===== config.mk =====
export PLATFORM = sky130hd
export DESIGN_NAME = shadowRemap
export DESIGN_NICKNAME = d
export VERILOG_FILES = /design/src/rtl/shadow_remap_pkg.sv /design/src/rtl/regFieldMap.sv /design/src/rtl/remapControl.sv /design/src/rtl/remapDatapath.sv /design/src/rtl/shadowRemap.sv
export SDC_FILE = /design/constraint.sdc
export NUM_CORES = 1
export LEC_CHECK = 0
export ABC_AREA = 1
export BUFFER_PORTS_ARGS = -buffer_cell sky130_fd_sc_hd__buf_2
export CORE_AREA = 2 2 41 43
export DETAILED_ROUTE_END_ITERATION = 10
export DIE_AREA = 0 0 43 45
export PLACE_DENSITY = 0.79
export SLEW_MARGIN = 20
export SYNTH_ARGS = -nofsm -noshare
export SYNTH_HDL_FRONTEND = slang
export SYNTH_SLANG_ARGS = --single-unit

===== constraint.sdc =====
create_clock -name vclk -period 0.8
set_input_delay 0.16 -clock vclk [all_inputs]
set_output_delay 0.16 -clock vclk [all_outputs]
set_load 0.02 [all_outputs]

===== src/rtl/shadow_remap_pkg.sv =====
package shadow_remap_pkg;
  localparam int unsigned INSTR_W   = 32;
  localparam int unsigned OPC_W     = 7;
  localparam int unsigned REG_IDX_W = 5;
  localparam int unsigned PREFIX_W  = 2;
  localparam int unsigned NUM_REGF  = 3;

  localparam logic [OPC_W-1:0] OPC_REG3  = 7'b0110011;
  localparam logic [OPC_W-1:0] OPC_REGIM = 7'b0010011;
  localparam logic [OPC_W-1:0] OPC_LOAD  = 7'b0000011;
  localparam logic [OPC_W-1:0] OPC_STORE = 7'b0100011;

  localparam logic [PREFIX_W-1:0] MEM_PREFIX = 2'b01;

  // strobes from control to datapath
  typedef struct packed {
    logic selReg3;
    logic selRegIm;
    logic selLoad;
    logic selStore;
    logic regRemap;
    logic memRemap;
  } remapCtrl_t;
endpackage


===== src/rtl/regFieldMap.sv =====
module regFieldMap #(
  parameter int unsigned W = 5
) (
  input  logic         enable,
  input  logic [W-1:0] fieldIn,
  output logic [W-1:0] fieldOut
);
  logic isZero;

  always_comb begin
    isZero = (fieldIn == '0);
    if (enable && !isZero) fieldOut = {1'b1, fieldIn[W-2:0]};
    else                   fieldOut = fieldIn;
  end

  always_comb begin

    zero_reg_kept_chk: assert (!isZero || fieldOut == '0);

    low_bits_kept_chk: assert (fieldOut[W-2:0] == fieldIn[W-2:0]);

    disabled_pass_chk: assert (enable || fieldOut == fieldIn);
  end
endmodule


===== src/rtl/remapControl.sv =====
module remapControl
  import shadow_remap_pkg::*;
(
  input  logic [OPC_W-1:0] opcode,
  input  logic             halfRegEn,
  input  logic             halfMemEn,
  output remapCtrl_t       ctrl
);
  always_comb begin
    ctrl.selReg3  = (opcode == OPC_REG3);
    ctrl.selRegIm = (opcode == OPC_REGIM);
    ctrl.selLoad  = (opcode == OPC_LOAD);
    ctrl.selStore = (opcode == OPC_STORE);
    ctrl.regRemap = halfRegEn;
    ctrl.memRemap = halfMemEn;
  end

  always_comb begin

    single_format_chk: assert ($onehot0({ctrl.selReg3, ctrl.selRegIm,
                                         ctrl.selLoad, ctrl.selStore}));
  end
endmodule


===== src/rtl/remapDatapath.sv =====
module remapDatapath
  import shadow_remap_pkg::*;
(
  input  logic [INSTR_W-1:0] instr,
  input  remapCtrl_t         ctrl,
  output logic [INSTR_W-1:0] instrOut
);
  localparam int unsigned REGF_LSB [NUM_REGF] = '{7, 15, 20};
  localparam int unsigned IMM_W    = 12;
  localparam int unsigned STHI_W   = 7;

  logic [REG_IDX_W-1:0] regOrig [NUM_REGF];
  logic [REG_IDX_W-1:0] regNew  [NUM_REGF];

  for (genvar g = 0; g < NUM_REGF; g++) begin : gRegMap
    assign regOrig[g] = instr[REGF_LSB[g] +: REG_IDX_W];
    regFieldMap #(.W(REG_IDX_W)) uMap (
      .enable  (ctrl.regRemap),
      .fieldIn (regOrig[g]),
      .fieldOut(regNew[g])
    );
  end

  logic [IMM_W-1:0]   loadImm;
  logic [STHI_W-1:0]  storeHi;
  logic [INSTR_W-1:0] candReg3, candRegIm, candLoad, candStore;

  always_comb begin
    loadImm = ctrl.memRemap ? {MEM_PREFIX, instr[29:20]} : instr[31:20];
    storeHi = ctrl.memRemap ? {MEM_PREFIX, instr[29:25]} : instr[31:25];

    candReg3  = {instr[31:25], regNew[2], regNew[1], instr[14:12], regNew[0], instr[6:0]};
    candRegIm = {instr[31:20], regNew[1], instr[14:12], regNew[0], instr[6:0]};
    candLoad  = {loadImm, regNew[1], instr[14:12], regNew[0], instr[6:0]};
    candStore = {storeHi, regNew[2], regNew[1], instr[14:12], instr[11:7], instr[6:0]};

    if (ctrl.selReg3)       instrOut = candReg3;
    else if (ctrl.selRegIm) instrOut = candRegIm;
    else if (ctrl.selLoad)  instrOut = candLoad;
    else if (ctrl.selStore) instrOut = candStore;
    else                    instrOut = instr;
  end

  always_comb begin

    opcode_kept_chk: assert (instrOut[6:0] == instr[6:0] && instrOut[14:12] == instr[14:12]);

    passthru_chk: assert ((ctrl.selReg3 | ctrl.selRegIm | ctrl.selLoad | ctrl.selStore)
                          || instrOut == instr);

    imm_untouched_chk: assert (!ctrl.selRegIm || instrOut[31:20] == instr[31:20]);

    load_prefix_chk: assert (!(ctrl.selLoad && ctrl.memRemap) || instrOut[31:30] == MEM_PREFIX);

    store_prefix_chk: assert (!(ctrl.selStore && ctrl.memRemap)
                              || (instrOut[31:30] == MEM_PREFIX && instrOut[11:7] == instr[11:7]));
  end
endmodule


===== src/rtl/shadowRemap.sv =====
module shadowRemap
  import shadow_remap_pkg::*;
(
  input  logic [31:0] instrIn,
  input  logic        halfRegEn,
  input  logic        halfMemEn,
  output logic [31:0] instrOut
);
  remapCtrl_t ctrl;

  remapControl uCtrl (
    .opcode   (instrIn[OPC_W-1:0]),
    .halfRegEn(halfRegEn),
    .halfMemEn(halfMemEn),
    .ctrl     (ctrl)
  );

  remapDatapath uDp (
    .instr   (instrIn),
    .ctrl    (ctrl),
    .instrOut(instrOut)
  );
endmodule


==> results of run 1 <==
## power by group through the flow
stage	sequential, mW	clock (mW)	combinational [mW]
final	0	0	0.316
after global routing	0	0	0.337
after CTS	0	0	0.299
after detailed placement	0	0	0.265
after global placement	0	0	0.262
after floorplan	0	0	0.258
## repair_timing
item | in CTS | in global routing
endpoints found under the setup margin | 5 | 5
cloned | 0 | 0
pin swaps | 5 | 7
resized for setup | 16 | 8
setup buffers | 0 | 0
## stage by stage
| stage | setup TNS [ps] | hold slack, ps | std cells | setup slack, ps |
|---|---|---|---|---|
| 5_1_grt | -1350 | 320 | 99 | -296 |
| 3_5_place_dp | -1650 | 320 | 99 | -348 |
| 4_1_cts | -1110 | 320 | 99 | -260 |
| 6_report | -1050 | 320 | 99 | -219 |
| 2_1_floorplan | -6.34 | 433 | 59 | -6.34 |
| 3_3_place_gp | -1620 | 320 | 99 | -355 |
## critical path, delay by kind of cell
kind | cells | cell delay, ps
buffers and inverters | 3 | 260
AND/OR/NAND/NOR | 4 | 450
## layout by cell type (no fill, tap or decap)
master / n
sky130_fd_sc_hd__nand2_2: 3
sky130_fd_sc_hd__buf_6: 6
sky130_fd_sc_hd__a21o_1: 1
sky130_fd_sc_hd__inv_1: 6
sky130_fd_sc_hd__nor3_4: 1
sky130_fd_sc_hd__nand2_4: 1
sky130_fd_sc_hd__a21boi_2: 1
sky130_fd_sc_hd__nand3_4: 1
sky130_fd_sc_hd__buf_8: 2
sky130_fd_sc_hd__a21oi_1: 2
sky130_fd_sc_hd__nor2_4: 1
sky130_fd_sc_hd__nand2_1: 4
sky130_fd_sc_hd__nor2_1: 8
sky130_fd_sc_hd__buf_2: 43
sky130_fd_sc_hd__inv_4: 3
## logic make-up (layout without fill, tap and decap cells)
group | Yosys count | after routing | share of synthesized area
AND/OR/NAND/NOR | 19 | 19 | 0.237
AO/OA/AOI/OAI | 4 | 4 | 0.0730
buffers and inverters | 36 | 60 | 0.690
## worst min path at each step
stage                     start      endpoint
global route        instrIn[14]  instrOut[14]
finish              instrIn[12]  instrOut[12]
floorplan            instrIn[0]   instrOut[0]
global placement    instrIn[13]  instrOut[13]
CTS                 instrIn[13]  instrOut[13]
detailed placement  instrIn[13]  instrOut[13]
## per-layer routing
metal / up-vias / wire, um
met2: 42 / 454
met3: 0 / 152
met4: 0 / 0
met1: 165 / 259
met5: - / 0
li1: 195 / -
## cell type report
class | count | area [um^2]
Inverter | 9 | 41.3
Timing Repair Buffer | 51 | 313
Multi-Input combinational cell | 23 | 149
Fill cell | 176 | 948
Tap cell | 16 | 20.0
==> PnR_summary.wiki, run 1 <==
{| class="wikitable"
! Metric !! Value
|-
| Area enclosed by the die boundary || 1940 um^2
|-
| Via Count || 402
|-
| Netlist cell types || 11
|-
| Global routing met1 resource utilization || 0.0675
|-
| Relative area change from synthesis to final layout || 52.6%
|-
| Capturing instance or port of the critical path || instrOut[19]
|-
| Net switching power of the design || 0.173 mW
|-
| Cell Area, Placed || 429 um^2
|-
| Leakage power figure || 0.326 nW
|-
| Post-synthesis sequential area ratio || 0
|-
| Area share of the leading cell type in the synthesized netlist || 0.591
|-
| Count of clock buffers in the final design || 0
|-
| Startpoint of the worst setup timing path || instrIn[6]
|-
| Count of final setup violators || 5
|-
| Data arrival time of the critical path || 860 ps
|-
| Final number of hold-violating endpoints || 0
|-
| Most repeated cell in the gate-level netlist after synthesis || sky130_fd_sc_hd__buf_4
|-
| Highest fanout seen on the critical path || 3
|-
| Number of antenna cells inserted || 0
|-
| Chip width || 43 um
|-
| Placement row count || 14
|-
| Commonest cells in the netlist || sky130_fd_sc_hd__buf_4 (27), sky130_fd_sc_hd__nor2_1 (9), sky130_fd_sc_hd__inv_1 (7), sky130_fd_sc_hd__nand2_1 (7)
|-
| Critical path launch point type || input port
|-
| Count of nets left with antenna violations after detail routing || 0
|-
| Largest net degree at the start of global routing || 4
|-
| Worst voltage drop across the vdd grid || 232 uV
|-
| Highest attainable clock frequency || 0.981 GHz
|-
| First-pass GRT wire length || 1110 um
|-
| Length of the first detailed-routing pass in iterations || 4
|-
| Initial cell density of the core || 0.233
|-
| Data required, critical path || 640 ps
|-
| Final std cell area, no fill || 523 um^2
|-
| Detail-routed via count per cell || 4.06
|-
| Worst min-delay path category || in2out
|-
| Sequential cell fraction of total power || 0
|-
| Fin worst setup slack || -219 ps
|-
| Ranking of synthesized cells by area || sky130_fd_sc_hd__buf_4 (59%), sky130_fd_sc_hd__nor2_1 (9.9%), sky130_fd_sc_hd__inv_1 (7.7%), sky130_fd_sc_hd__nand2_1 (7.7%), sky130_fd_sc_hd__a21oi_1 (2.9%)
|-
| Area taken by flip-flops and latches || 0 um^2
|-
| Number of warnings reported in the yosys synthesis log || 0
|-
| Post-layout util || 0.355
|-
| Proportion of total power due to net switching || 0.549
|-
| Total Nets Final || 119
|-
| Total I/O pin count || 66
|-
| P per Cell Area || 604 nW/um^2
|-
| Endpoint kind of the worst setup timing path || output port
|-
| CP max stage cell || sky130_fd_sc_hd__nor3_4
|-
| Violated checks || negative setup slack
|-
| Design Power || 0.316 mW
|-
| Met2 track utilization from global routing || 0.179
|-
| DR WL/cell || 8.75 um
|-
| Antenna violations before repair || 0
|-
| Overflow left after global routing || 0
|-
| Post-CTS Hold Fix Bufs || 0
|-
| Area of the placeable core || 1470 um^2
|-
| Number of flip-flops and latches || 0
|-
| Height of the die || 45 um
|-
| Kind of critical path || in2out
|-
| Number of max-slew violations in the final report || 0
|-
| Via count of the first global-routing pass || 300
|-
| Post-synthesis cell area || 343 um^2
|-
| Slowest stage delay, CP || 220 ps
|-
| Fraction of power consumed by the clock network || 0
|-
| Layout cell share with drive strength beyond 1 || 0.747
|-
| Final period demand of the worst path || 1020 ps
|-
| Comb power frac || 1.000
|-
| Tightest Pin Transition || 207 ps
|-
| Input/output buffers || 50
|-
| Cell-internal power || 0.142 mW
|-
| Synthesized area divided by synthesized cell count || 5.81 um^2
|-
| Result of the run || finished, violations left
|-
| Violation count after the first detailed-route iteration || 1
|-
| Post-synth net total || 93
|-
| Worst-path cell chain || buf_8 > inv_4 > nand2_4 > nor3_4 > nand2_1 > nand2_2 > buf_6
|-
| Total wire length || 866 um
|-
| Gate count after technology mapping || 59
|-
| Setup repair after global routing missed its margin || yes
|-
| Cell type with the highest aggregate area in the netlist || sky130_fd_sc_hd__buf_4
|-
| DR DRC count || 0
|-
| Normalized max-slew margin || 0.861
|-
| Crit share post-route || 1.27
|-
| Weighted congestion reported at the end of routability-driven placement || 0.645
|-
| Met3 layer usage reported by global route || 0
|-
| Overall global routing resource usage || 0.0728
|-
| Detailed-placement wirelength estimate || 699 um
|-
| Busiest layer in global routing || met2
|-
| Max Cap Viol || 0
|-
| Cell depth of the worst hold path || 0
|}
No activity file was read; power rests on OpenSTA's default activity.
==> run 2, diff against run 1 <==
==> constraint.sdc (replaced) <==
create_clock -name vclk -period 0.8
set_input_delay 0.08 -clock vclk [all_inputs]
set_output_delay 0.08 -clock vclk [all_outputs]
set_load 0.02 [all_outputs]
==> PnR_summary.wiki, run 2 (same netlist as run 1, synthesis figures left out) <==
{| class="wikitable"
! Metric !! Value
|-
| Detail-routed via count per cell || 4.14
|-
| Detail Route met2 WL || 508 um
|-
| Count of nets left with antenna violations after detail routing || 0
|-
| Endpoint with the worst hold slack || instrOut[27]
|-
| Initial cell density of the core || 0.233
|-
| Tightest Pin Transition || 184 ps
|-
| Area taken by flip-flops and latches || 0 um^2
|-
| Worst min-delay path category || in2out
|-
| Weighted congestion reported at the end of routability-driven placement || 0.678
|-
| Layout cell share with drive strength beyond 1 || 0.702
|-
| Total wire length || 904 um
|-
| Number of flip-flops and latches || 0
|-
| Total I/O pin count || 66
|-
| Count of final setup violators || 5
|-
| Fin worst setup slack || -24.2 ps
|-
| Final period demand of the worst path || 824 ps
|-
| Endpoint kind of the worst setup timing path || output port
|-
| Setup repair after global routing missed its margin || yes
|-
| Violated checks || negative setup slack
|-
| Length of the first detailed-routing pass in iterations || 1
|-
| Critical path launch point type || input port
|-
| Worst hold margin || 160 ps
|-
| Input/output buffers || 50
|-
| Post-CTS Hold Fix Bufs || 0
|-
| Worst voltage drop across the vdd grid || 223 uV
|-
| Data arrival time of the critical path || 740 ps
|-
| Design Power || 0.312 mW
|-
| Wire length the detailed router placed on met1 || 247 um
|-
| Leading cell type in the layout, fill and taps excluded || sky130_fd_sc_hd__buf_2
|-
| Leakage power figure || 0.329 nW
|-
| Count of clock buffers in the final design || 0
|-
| Area enclosed by the die boundary || 1940 um^2
|-
| Kind of critical path || in2out
|-
| Antenna violations before repair || 0
|-
| Result of the run || finished, violations left
|-
| Highest attainable clock frequency || 1.21 GHz
|-
| P per Cell Area || 606 nW/um^2
|-
| Detailed-placement wirelength estimate || 762 um
|-
| Multi-input logic area || 138 um^2
|-
| Wire length on met3 || 147 um
|-
| Highest routed metal layer || met3
|-
| Via count of the first global-routing pass || 337
|-
| Post-layout util || 0.350
|-
| DR DRC count || 0
|-
| DR WL/cell || 9.04 um
|-
| Violation count after the first detailed-route iteration || 0
|-
| Fillers || 173
|-
| Launch instance of the worst min-delay path || instrIn[27]
|-
| Final number of hold-violating endpoints || 0
|-
| Crit share post-route || 1.03
|-
| Largest net degree at the start of global routing || 4
|-
| Area of the placeable core || 1470 um^2
|-
| Max Cap Viol || 0
|-
| Normalized max-slew margin || 0.877
|-
| Height of the die || 45 um
|-
| Placement row count || 14
|-
| Number of antenna cells inserted || 0
|-
| Number of max-slew violations in the final report || 0
|-
| Data required, critical path || 720 ps
|-
| Total Nets Final || 120
|-
| First-pass GRT wire length || 1150 um
|-
| Highest fanout seen on the critical path || 2
|-
| Relative area change from synthesis to final layout || 50.4%
|-
| Via Count || 414
|-
| Cell depth of the worst hold path || 0
|-
| Chip width || 43 um
|-
| Leading cell types in the layout, fill and taps excluded || sky130_fd_sc_hd__buf_2 (42), sky130_fd_sc_hd__nor2_1 (8), sky130_fd_sc_hd__nand2_1 (7), sky130_fd_sc_hd__buf_6 (7), sky130_fd_sc_hd__inv_1 (6)
|-
| Overall global routing resource usage || 0.0754
|-
| Overflow left after global routing || 0
|}
[run 2: changes by cell type in the layout (fill, tap and decap cells not counted)]
| cell | before | now |
|---|---|---|
| sky130_fd_sc_hd__a21boi_2 | 1 | 0 |
| sky130_fd_sc_hd__buf_4 | 0 | 2 |
| sky130_fd_sc_hd__a21boi_1 | 0 | 1 |
| sky130_fd_sc_hd__buf_6 | 6 | 7 |
| sky130_fd_sc_hd__nand2_1 | 4 | 7 |
| sky130_fd_sc_hd__nand2_2 | 3 | 0 |
| sky130_fd_sc_hd__buf_8 | 2 | 1 |
| sky130_fd_sc_hd__inv_4 | 3 | 2 |
| sky130_fd_sc_hd__buf_2 | 43 | 42 |
| sky130_fd_sc_hd__inv_2 | 0 | 1 |
[run 2: area by class of cell]
cell class | instances | share of cell area
multi-input cells | 23 | 0.267
well taps | 16 | 0.0388
inverters | 9 | 0.0752
repair buffers | 52 | 0.619
[run 2: how the worst max path moves through the flow]
stage / to / start
final: instrOut[30] / instrIn[3]
after floorplan: instrOut[31] / instrIn[2]
after CTS: instrOut[11] / instrIn[2]
after global placement: instrOut[24] / instrIn[3]
after global routing: instrOut[11] / instrIn[3]
after detailed placement: instrOut[11] / instrIn[3]
[run 2: per-stage QoR]
step	setup TNS [ps]	instance area, um^2	worst slack, ps	std cells
6_report	-87.1	515	-24.2	100
5_1_grt	-382	515	-96.9	100
4_1_cts	-209	478	-71.4	99
3_5_place_dp	-592	418	-139	99
3_3_place_gp	-646	418	-155	99
2_1_floorplan	0	343	141	59
[run 2: repair_timing]
| action | in CTS | in global routing |
|---|---|---|
| setup endpoints to repair | 5 | 5 |
| buffers inserted | 0 | 1 |
| cloned | 0 | 0 |
| pin swaps | 5 | 7 |
| gates resized for setup | 16 | 7 |
[run 2: report_power, final]
group	total (mW)	switching, mW	internal, mW
clock network	0	0	0
registers	0	0	0
logic	0.312	0.171	0.142
[run 2: critical path: stages]
cell                      delay, ps
sky130_fd_sc_hd__buf_6           90
sky130_fd_sc_hd__inv_2           50
sky130_fd_sc_hd__nand2_4         50
sky130_fd_sc_hd__buf_4          130
sky130_fd_sc_hd__nor2_4         100
sky130_fd_sc_hd__a21o_1         130
sky130_fd_sc_hd__buf_6          110
[run 2: layer usage]
metal	vias up	global-route usage
li1	199	-
met1	174	0.0630
met2	41	0.191
met3	0	0.00400
met4	0	0
met5	-	0
